## src/rtl/flow_steer_pkg.sv

```systemverilog
package flow_steer_pkg;
    localparam int IP_W    = 32;
    localparam int L4_W    = 16;
    localparam int PROTO_W = 8;
    localparam int KEY_W   = 2 * IP_W + 2 * L4_W + PROTO_W;
    localparam int FLAG_W  = 8;
    localparam int VID_W   = 12;

    localparam logic [PROTO_W-1:0] PROTO_TCP = 8'd6;
    // bit 0 FIN, bit 1 SYN, bit 2 RST
    localparam logic [FLAG_W-1:0]  TERM_MASK = 8'h07;

    typedef enum logic [1:0] {
        ST_EMPTY = 2'd0,
        ST_ONE   = 2'd1,
        ST_DUP   = 2'd2
    } steer_state_e;
endpackage

```

## src/rtl/fs_flow_table.sv

```systemverilog
module fs_flow_table
    import flow_steer_pkg::*;
#(
    parameter int ENTRIES = 16,
    parameter int PORT_W  = 4,
    localparam int IDX_W  = (ENTRIES > 1) ? $clog2(ENTRIES) : 1
) (
    input  logic                      clk,
    input  logic                      rst_n,
    input  logic                      wr_en,
    input  logic [IDX_W-1:0]          wr_idx,
    input  logic [KEY_W-1:0]          wr_key,
    input  logic [PORT_W-1:0]         wr_port,
    input  logic                      wr_valid,
    input  logic                      wr_stale,
    input  logic [KEY_W-1:0]          lk_key,
    output logic [ENTRIES-1:0]        match_vec,
    output logic [ENTRIES*PORT_W-1:0] ent_port,
    output logic [ENTRIES-1:0]        ent_stale
);
    for (genvar e = 0; e < ENTRIES; e++) begin : g_ent
        logic [KEY_W-1:0]  key_q;
        logic [PORT_W-1:0] port_q;
        logic              vld_q;
        logic              stl_q;

        always_ff @(posedge clk or negedge rst_n) begin
            if (!rst_n) begin
                key_q  <= '0;
                port_q <= '0;
                vld_q  <= 1'b0;
                stl_q  <= 1'b0;
            end else if (wr_en && (wr_idx == IDX_W'(e))) begin
                key_q  <= wr_key;
                port_q <= wr_port;
                vld_q  <= wr_valid;
                stl_q  <= wr_stale;
            end
        end

        assign match_vec[e]                  = vld_q && (key_q == lk_key);
        assign ent_port[e*PORT_W +: PORT_W] = port_q;
        assign ent_stale[e]                  = stl_q;
    end

    // a rule written valid matches its own key on the next cycle
    a_r8_write_lands: assert property (@(posedge clk) disable iff (!rst_n)
        ($past(wr_en) && $past(wr_valid) && (lk_key == $past(wr_key)))
        |-> match_vec[$past(wr_idx)]);

    // a rule written invalid never matches afterwards
    a_r8_invalidate: assert property (@(posedge clk) disable iff (!rst_n)
        ($past(wr_en) && !$past(wr_valid)) |-> !match_vec[$past(wr_idx)]);
endmodule

```

## src/rtl/fs_hit_select.sv

```systemverilog
module fs_hit_select #(
    parameter int ENTRIES = 16,
    parameter int PORT_W  = 4
) (
    input  logic [ENTRIES-1:0]        match_vec,
    input  logic [ENTRIES*PORT_W-1:0] ent_port,
    input  logic [ENTRIES-1:0]        ent_stale,
    output logic                      hit,
    output logic [PORT_W-1:0]         hit_port,
    output logic                      hit_stale
);
    // lowest matching index has priority: scan downward, last write wins
    always_comb begin
        hit       = 1'b0;
        hit_port  = '0;
        hit_stale = 1'b0;
        for (int e = ENTRIES - 1; e >= 0; e--) begin
            if (match_vec[e]) begin
                hit       = 1'b1;
                hit_port  = ent_port[e*PORT_W +: PORT_W];
                hit_stale = ent_stale[e];
            end
        end
    end
endmodule

```

## src/rtl/flow_steer.sv

```systemverilog
module flow_steer
    import flow_steer_pkg::*;
#(
    parameter int                ENTRIES = 16,
    parameter int                PORT_W  = 4,
    parameter logic [PORT_W-1:0] HV_PORT = '1,
    parameter logic [VID_W-1:0]  EXC_VID = 12'hFFF,
    localparam int               IDX_W   = (ENTRIES > 1) ? $clog2(ENTRIES) : 1
) (
    input  logic               clk,
    input  logic               rst_n,
    input  logic               in_valid,
    output logic               in_ready,
    input  logic [KEY_W-1:0]   in_key,
    input  logic [FLAG_W-1:0]  in_tcp_flags,
    input  logic               in_vlan_present,
    input  logic [VID_W-1:0]   in_vlan_id,
    output logic               out_valid,
    input  logic               out_ready,
    output logic [KEY_W-1:0]   out_key,
    output logic [FLAG_W-1:0]  out_tcp_flags,
    output logic               out_vlan_present,
    output logic [VID_W-1:0]   out_vlan_id,
    output logic               out_vlan_inserted,
    output logic [PORT_W-1:0]  out_port,
    output logic               out_exception,
    output logic               out_copy,
    input  logic               wr_en,
    input  logic [IDX_W-1:0]   wr_idx,
    input  logic [KEY_W-1:0]   wr_key,
    input  logic [PORT_W-1:0]  wr_port,
    input  logic               wr_valid,
    input  logic               wr_stale
);
    logic [ENTRIES-1:0]        match_vec;
    logic [ENTRIES*PORT_W-1:0] ent_port;
    logic [ENTRIES-1:0]        ent_stale;
    logic                      hit;
    logic [PORT_W-1:0]         hit_port;
    logic                      hit_stale;

    fs_flow_table #(.ENTRIES(ENTRIES), .PORT_W(PORT_W)) u_table (
        .clk       (clk),
        .rst_n     (rst_n),
        .wr_en     (wr_en),
        .wr_idx    (wr_idx),
        .wr_key    (wr_key),
        .wr_port   (wr_port),
        .wr_valid  (wr_valid),
        .wr_stale  (wr_stale),
        .lk_key    (in_key),
        .match_vec (match_vec),
        .ent_port  (ent_port),
        .ent_stale (ent_stale)
    );

    fs_hit_select #(.ENTRIES(ENTRIES), .PORT_W(PORT_W)) u_select (
        .match_vec (match_vec),
        .ent_port  (ent_port),
        .ent_stale (ent_stale),
        .hit       (hit),
        .hit_port  (hit_port),
        .hit_stale (hit_stale)
    );

    // decision for the descriptor currently on the input
    logic is_exc;
    logic is_term;
    logic need_dup;

    assign is_exc   = !hit || hit_stale;
    assign is_term  = (in_key[PROTO_W-1:0] == PROTO_TCP) && |(in_tcp_flags & TERM_MASK);
    assign need_dup = is_term && !is_exc;

    steer_state_e state_q, state_d;
    logic         accept;
    logic         load_copy;

    // state register
    always_ff @(posedge clk or negedge rst_n) begin
        if (!rst_n) state_q <= ST_EMPTY;
        else        state_q <= state_d;
    end

    // next state and handshake outputs
    always_comb begin
        state_d   = state_q;
        in_ready  = 1'b0;
        out_valid = 1'b0;
        load_copy = 1'b0;
        unique case (state_q)
            ST_EMPTY: begin
                in_ready = 1'b1;
                if (in_valid) state_d = need_dup ? ST_DUP : ST_ONE;
            end
            ST_ONE: begin
                out_valid = 1'b1;
                in_ready  = out_ready;
                if (out_ready) begin
                    if (in_valid) state_d = need_dup ? ST_DUP : ST_ONE;
                    else          state_d = ST_EMPTY;
                end
            end
            ST_DUP: begin
                out_valid = 1'b1;
                if (out_ready) begin
                    load_copy = 1'b1;
                    state_d   = ST_ONE;
                end
            end
            default: state_d = ST_EMPTY;
        endcase
    end

    assign accept = in_valid && in_ready;

    // output descriptor register
    always_ff @(posedge clk or negedge rst_n) begin
        if (!rst_n) begin
            out_key           <= '0;
            out_tcp_flags     <= '0;
            out_vlan_present  <= 1'b0;
            out_vlan_id       <= '0;
            out_vlan_inserted <= 1'b0;
            out_port          <= '0;
            out_exception     <= 1'b0;
            out_copy          <= 1'b0;
        end else if (accept) begin
            out_key           <= in_key;
            out_tcp_flags     <= in_tcp_flags;
            out_vlan_present  <= is_exc ? 1'b1 : in_vlan_present;
            out_vlan_id       <= is_exc ? EXC_VID : in_vlan_id;
            out_vlan_inserted <= is_exc && !in_vlan_present;
            out_port          <= is_exc ? HV_PORT : hit_port;
            out_exception     <= is_exc;
            out_copy          <= 1'b0;
        end else if (load_copy) begin
            out_port <= HV_PORT;
            out_copy <= 1'b1;
        end
    end

    // exception descriptors carry the marker and go to the hypervisor
    a_r3_exc_marked: assert property (@(posedge clk) disable iff (!rst_n)
        (out_valid && out_exception)
        |-> (out_vlan_id == EXC_VID) && (out_port == HV_PORT) && out_vlan_present);

    // once the original leaves from ST_DUP, the copy is presented next
    a_r6_copy_follows: assert property (@(posedge clk) disable iff (!rst_n)
        (out_valid && out_ready && (state_q == ST_DUP))
        |=> (out_valid && out_copy && (out_port == HV_PORT)));

    // no input is taken while a copy is owed
    a_r6_dup_stalls_input: assert property (@(posedge clk) disable iff (!rst_n)
        (state_q == ST_DUP) |-> !in_ready);

    // a copy is never an exception descriptor
    a_r7_copy_not_exc: assert property (@(posedge clk) disable iff (!rst_n)
        (out_valid && out_copy) |-> !out_exception);

    // a stalled output holds every field
    a_r9_hold_stalled: assert property (@(posedge clk) disable iff (!rst_n)
        (out_valid && !out_ready)
        |=> (out_valid && $stable(out_key) && $stable(out_port) && $stable(out_copy)
             && $stable(out_vlan_id) && $stable(out_exception)));
endmodule

```

## config.mk

```make
export PLATFORM = sky130hd
export DESIGN_NAME = flow_steer
export DESIGN_NICKNAME = d
export VERILOG_FILES = /design/src/rtl/flow_steer_pkg.sv /design/src/rtl/fs_flow_table.sv /design/src/rtl/fs_hit_select.sv /design/src/rtl/flow_steer.sv
export SDC_FILE = /design/constraint.sdc
export NUM_CORES = 2
export LEC_CHECK = 0
export BUFFER_PORTS_ARGS = -buffer_cell sky130_fd_sc_hd__buf_2
export CAP_MARGIN = 25
export CORE_MARGIN = 8
export CORE_UTILIZATION = 50
export DETAILED_ROUTE_END_ITERATION = 8
export PLACE_DENSITY = 0.68
export SLEW_MARGIN = 20
export SYNTH_ARGS = -nofsm -noshare
export SYNTH_HDL_FRONTEND = slang
export SYNTH_HIERARCHICAL = 1
export SYNTH_SLANG_ARGS = --single-unit
```

## constraint.sdc

```tcl
create_clock -name clk -period 4.8 [get_ports clk]
set_input_delay 0.48 -clock clk [delete_from_list [all_inputs] [get_ports clk]]
set_output_delay 0.48 -clock clk [all_outputs]
set_load 0.1 [all_outputs]
```

# == Word-level counts from Yosys, hierarchy flattened ==
# Cells that the tools add are included.
# op_classes
mux,65
eq_ne,37
reduce_logical,46
# ops
op,n
$eq 104x104->1,16
$mux 4,19
$mux 1,38
$logic_and 1x1->1,36
$eq 4x4->1 const B,8
$eq 4x3->1 const B,4
$mux 12,1
$mux 2,5
$eq 4x2->1 const B,2
$eq 8x3->1 const B,1
$ne 2x2->1 const B,3
$pmux 2 s3,1
$eq 4x1->1 const B,1
$logic_not 4->1,1
$logic_not 1->1,3
$reduce_and 3->1,1
$reduce_or 3->1,1
$eq 2x1->1 const B,1
$eq 2x2->1 const B,1
$logic_not 2->1,1
$pmux 1 s2,1
$reduce_bool 2->1,1
$reduce_or 2->1,1
$logic_or 1x1->1,1
# word_totals
ff_bits,1894
inputBits,244

# == Longest topological paths before layout ==
# logic_depth
word_depth,26
mapped_depth,17
depth_no_buf,13

# == Cells and area by module ==
# Netlist, hierarchy kept.
# by_module_without_submodules
module,cells_per_inst,instances,seq_area_each_um2,area_per_inst_um2
fs_flow_table,6661,1,44042.2,85373.1
flow_steer,310,1,3353.2,5398.9
fs_hit_select,123,1,0.0,755.7

# == Worst setup path after synthesis ==
# OpenSTA, ideal clock, no wires.
# synth_path
path_kind,input to register
startpoint,input in_key[18]
endpoint,register out_vlan_id[10]
setup_time_ns,0.121
stages,16
arrival_ns,4.269
slack_ns,0.410
path_cell_list,clkbuf_1 -> buf_1 -> xnor2_1 -> nand4_1 -> nor4_1 -> nand2_1 -> nor4_1 -> nor2b_1 -> a221oi_1 -> o2111ai_1 -> a211o_1 -> a22o_1 -> nor2b_1 -> nand3_2 -> buf_2 -> o22a_1
# synth_rtl
item,line_no,rtl
"start, declared",flow_steer.sv:14,"input logic [KEY_W-1:0] in_key,"
$eq 104x104->1,fs_flow_table.sv:41,assign match_vec[e] = vld_q && (key_q == lk_key);
$logic_and 1x1->1,fs_flow_table.sv:41,
named net match_vec[7],flow_steer.sv:35,logic [ENTRIES-1:0] match_vec;
$mux 1 (8 in a row),fs_hit_select.sv:18,if (match_vec[e]) begin
named net hit_stale,flow_steer.sv:40,logic hit_stale;
$logic_or 1x1->1,flow_steer.sv:71,assign is_exc = !hit || hit_stale;
$mux 12,flow_steer.sv:132,out_vlan_id <= is_exc ? EXC_VID : in_vlan_id;
"end signal, assigned",flow_steer.sv:132,
"end, declared",flow_steer.sv:23,"output logic [VID_W-1:0] out_vlan_id,"
# The timed path passes the listed nets, and every way through them passes these cells.
# A chain may end at the register's enable or synchronous reset.

# == Final worst setup path ==
# layout_path
startpoint,input in_key[10]
endpoint,register out_vlan_id[0]
# layout_rtl
item,line_no
$eq 104x104->1,fs_flow_table.sv:41
$logic_and 1x1->1,fs_flow_table.sv:41
named net match_vec[10],flow_steer.sv:35
$mux 1 (11 in a row),fs_hit_select.sv:18
named net hit_stale,flow_steer.sv:40
$logic_or 1x1->1,flow_steer.sv:71
$mux 12,flow_steer.sv:132
# The timed path passes the listed nets, and every way through them passes these cells.

==> flow_summary.toml <==
[die]
fp.dieH_um = 444
initial_core_util_pct = 50.2
design.core.area_sq_um = 182000
dieWidth_um = 444
ios = 378
rows = 157
die_area_sq_um = 197000

[place]
place_area_sq_um = 102000
dp_hpwl_um = 379000
dpl_worst_slack_ns = -1.26
dp_cells = 10100
io_buffers = 377
gp_congestion = 1.07

[global_route]
grt_antenna_before_repair = 145
use_met2_pct = 69.8
use_met1_pct = 64.5
use_met3_pct = 26.7
grt_start_max_net_pins = 149
grt_pass1_vias = 71600
busiest_layer = "met2"
grt_pass1_wl_um = 696000
gr-total-overflow = 0
track_usage_pct = 53.1

[final_layout]
drive_above_1_share_pct = 42.1
layout.nets = 8224
final_area_sq_um = 110000
area_growth_pct = 20.6
fill_cells = 14400
final_cells = 10700

[sta]
finalCritPeriodShare_pct = 106
fin_skew_ns = 0.0669
slew_headroom_pct = 11.3
fmax_ghz = 0.197
layout_min_cycle_time_ns = 5.08
rsz0062_at_grt = "no"
finalSetupViolations = 21
tightest_slew_ns = 1.33
drv_slew = 0
hold_ws_ns = 0.0377
postLayoutSetupSlackWorst_ns = -0.275
finalHoldViolCount = 0
setup_tns_ns = -4.31

[run_status]
outcome = "finished, violations left"
violations = "antenna violations, negative setup slack"

[setup_path]
r2r_end = "out_vlan_id[0]"
r2r_slack_ns = -0.26
required_ns = 5.55
path_cells = "buf_2, buf_4, xor2_1, nor4_1, nand4_1, nor4_4, buf_4, nor4b_4, buf_4, buf_4, o2111ai_1, a211o_1, a22o_1, nor2b_4, buf_4, nand3_2, buf_4, o22a_1"
cpPeakStageDelay_ns = 0.65
critPathCaptureType = "register"
cp_max_fo = 14
cp-start-kind = "primary input"
r2r_cells = 16
path_class = "in2reg"
crit_slowest_cell = "nor4_4"
r2r_start = "u_table/g_ent[10].key_q[84]"
arrival_ns = 5.83
cpMostUsedCell = "buf_4"

[detailed_routing]
route.detailed.drc = 0
drtIter0Drc = 13600
final_antenna_net_count = 2
vias = 77600
viasPerCell = 7.24
finalWirelength_um = 543000
firstDrtPassIters = 6
wire_per_inst_um = 50.6

[worst_hold_path]
hp-class = "in2async"

[clocking]
cts_tree = "built"
cts_buffers = 205
cts-htree-levels = 4
clk_latency_ns = 0.93
cts_buffer_depth = 3
root_buffer = "clkbuf_16"
cts_sinks = 1894
clk_pin_slew_ns = 0.06

[synth]
yosys_most_used_dff = "dfrtp_1"
synthArstFlopShare_pct = 100
syn_nets = 7342
seq_area_frac_synth_pct = 51.8
synth_cell_types = 68
synth_warnings = 6
synthCells = 7094
synth_edf_count = 0
yosys_register_bits = 1894
avgSynthCellArea_sq_um = 12.9
netlist_area_sq_um = 91500

[power_and_ir_drop]
p_leak_nw = 46.8
ir_worst_vdd_uv = 504
power-per-cell-area_nw_per_um2 = 523

[run]
maxCapViolCount = 0
registers in the layout (all words and copies together), names as in the netlist:
register and cells:
u_table/g_ent.key_q 1664, out_key 104, u_table/g_ent.port_q 64, u_table/g_ent.stl_q 16, u_table/g_ent.vld_q 16, out_vlan_id 12
out_tcp_flags 8, out_port 4, state_q 2, out_copy 1, out_exception 1, out_vlan_inserted 1
out_vlan_present 1
cell usage in the layout, fill, tap and decap left out, types with 31 or more instances in the layout:
| master | n |
|---|---|
| a22o_1 | 38 |
| a22oi_1 | 32 |
| buf_12 | 134 |
| buf_2 | 372 |
| buf_4 | 678 |
| clkbuf_1 | 50 |
| clkbuf_16 | 206 |
| clkbuf_8 | 50 |
| clkinv_2 | 32 |
| dfrtp_1 | 1893 |
| diode_2 | 187 |
| dlygate4sd3_1 | 31 |
| inv_1 | 144 |
| mux2_2 | 1768 |
| mux2_4 | 69 |
| nand2_1 | 66 |
| nand2b_1 | 293 |
| nand4_1 | 286 |
| nor3_1 | 31 |
| nor4_1 | 128 |
| o2111ai_1 | 101 |
| o21ai_0 | 53 |
| o22ai_1 | 91 |
| o2bb2ai_1 | 42 |
| xnor2_1 | 983 |
| xor2_1 | 223 |
area by class of cell:
| class | instances | area [sq um] | area share [%] |
|---|---|---|---|
| tap | 2385 | 2980 | 2.70 |
| antenna | 187 | 468 | 0.424 |
| inverter | 154 | 578 | 0.524 |
| sequential | 1894 | 47400 | 42.9 |
| multi-input combinational | 4499 | 41600 | 37.7 |
| clock inverter | 75 | 1230 | 1.12 |
| timing repair buffer | 1222 | 10100 | 9.15 |
| clock buffer | 306 | 6030 | 5.46 |
worst max-delay path by stage:
stage,startpoint,to,slack [ns],depth (start not counted)
after floorplan,in_key[18],out_vlan_id[10],0.41,16
after CTS,u_table/g_ent[10].key_q[84],out_vlan_id[3],0.008,16
final,in_key[10],out_vlan_id[0],-0.28,18
after detailed placement,in_key[10],out_vlan_id[3],-1.26,18
after global placement,in_key[10],out_vlan_id[6],-1.68,18
after global routing,in_key[45],out_vlan_id[9],0.005,21
what timing repair did:
| item | in CTS | in global routing |
|---|---|---|
| resized for setup | 15 | 15 |
| setup buffers | 0 | 6 |
| pin swaps | 2 | 5 |
| hold buffers | 31 | 0 |
| endpoints found under the hold margin | 115 | 0 |
| setup endpoints to repair | 21 | 18 |
power by group:
group / leakage, nW / total [mW] / internal (mW) / switching [mW]
clock: 3.56 / 17.3 / 10.0 / 7.24
combinational: 20.2 / 17.3 / 6.51 / 10.7
sequential: 23.1 / 23.2 / 19.9 / 3.27
critical path, delay by kind of cell:
family / cells / cell delay [ns]
and+or+nand+nor: 6 / 2.43
buffers and inverters: 7 / 1.86
AOI/OAI and AO/OA: 4 / 0.89
xor gates and xnor gates: 1 / 0.12
routing by layer:
metal / vias to the layer above / wire (um)
li1: 27100 / -
met1: 39500 / 187000
met2: 8476 / 210000
met3: 2510 / 88000
met4: 44 / 56700
met5: - / 1180
Yosys cell counts (all sizes together) (29+ instances only):
cell / n / share of area (%)
dfrtp: 1894 / 52
mux2: 1837 / 23
xnor2: 992 / 9.5
nand2b: 294 / 2.0
clkbuf: 293 / 1.2
nand4: 286 / 2.0
buf: 254 / 1.5
xor2: 223 / 2.1
nor4: 159 / 1.1
inv: 146 / 0.60
o2111ai: 101 / 0.97
o22ai: 91 / 0.62
nand2: 69 / 0.29
o21ai: 54 / 0.30
o2bb2ai: 42 / 0.40
a22o: 38 / 0.36
nor2: 36 / 0.15
nor3: 34 / 0.19
a22oi: 32 / 0.26
nor2b: 29 / 0.20
per-stage QoR:
stage,util (%),total power [mW]
5_1_grt,60.3,58.6
3_5_place_dp,55.8,39.7
6_report,60.5,57.7
2_1_floorplan,-,33.1
3_3_place_gp,55.7,39.2
4_1_cts,60.1,56.7
cells by family (layout without fill, tap and decap cells):
logic type               count (synthesis)  count (layout)  synth area share, %
adder cells (fa/ha/maj)                  4               4               0.0547
AND/OR/NAND/NOR                        964             964                 6.32
buffers and inverters                  701            1757                 3.30
multiplexers                          1837            1837                 22.9
AO/OA/AOI/OAI                          479             479                 4.04
flip-flops                            1894            1894                 51.8
XOR/XNOR                              1215            1215                 11.6
other                                    0             187                    0
(Power assumes the default switching activity.)
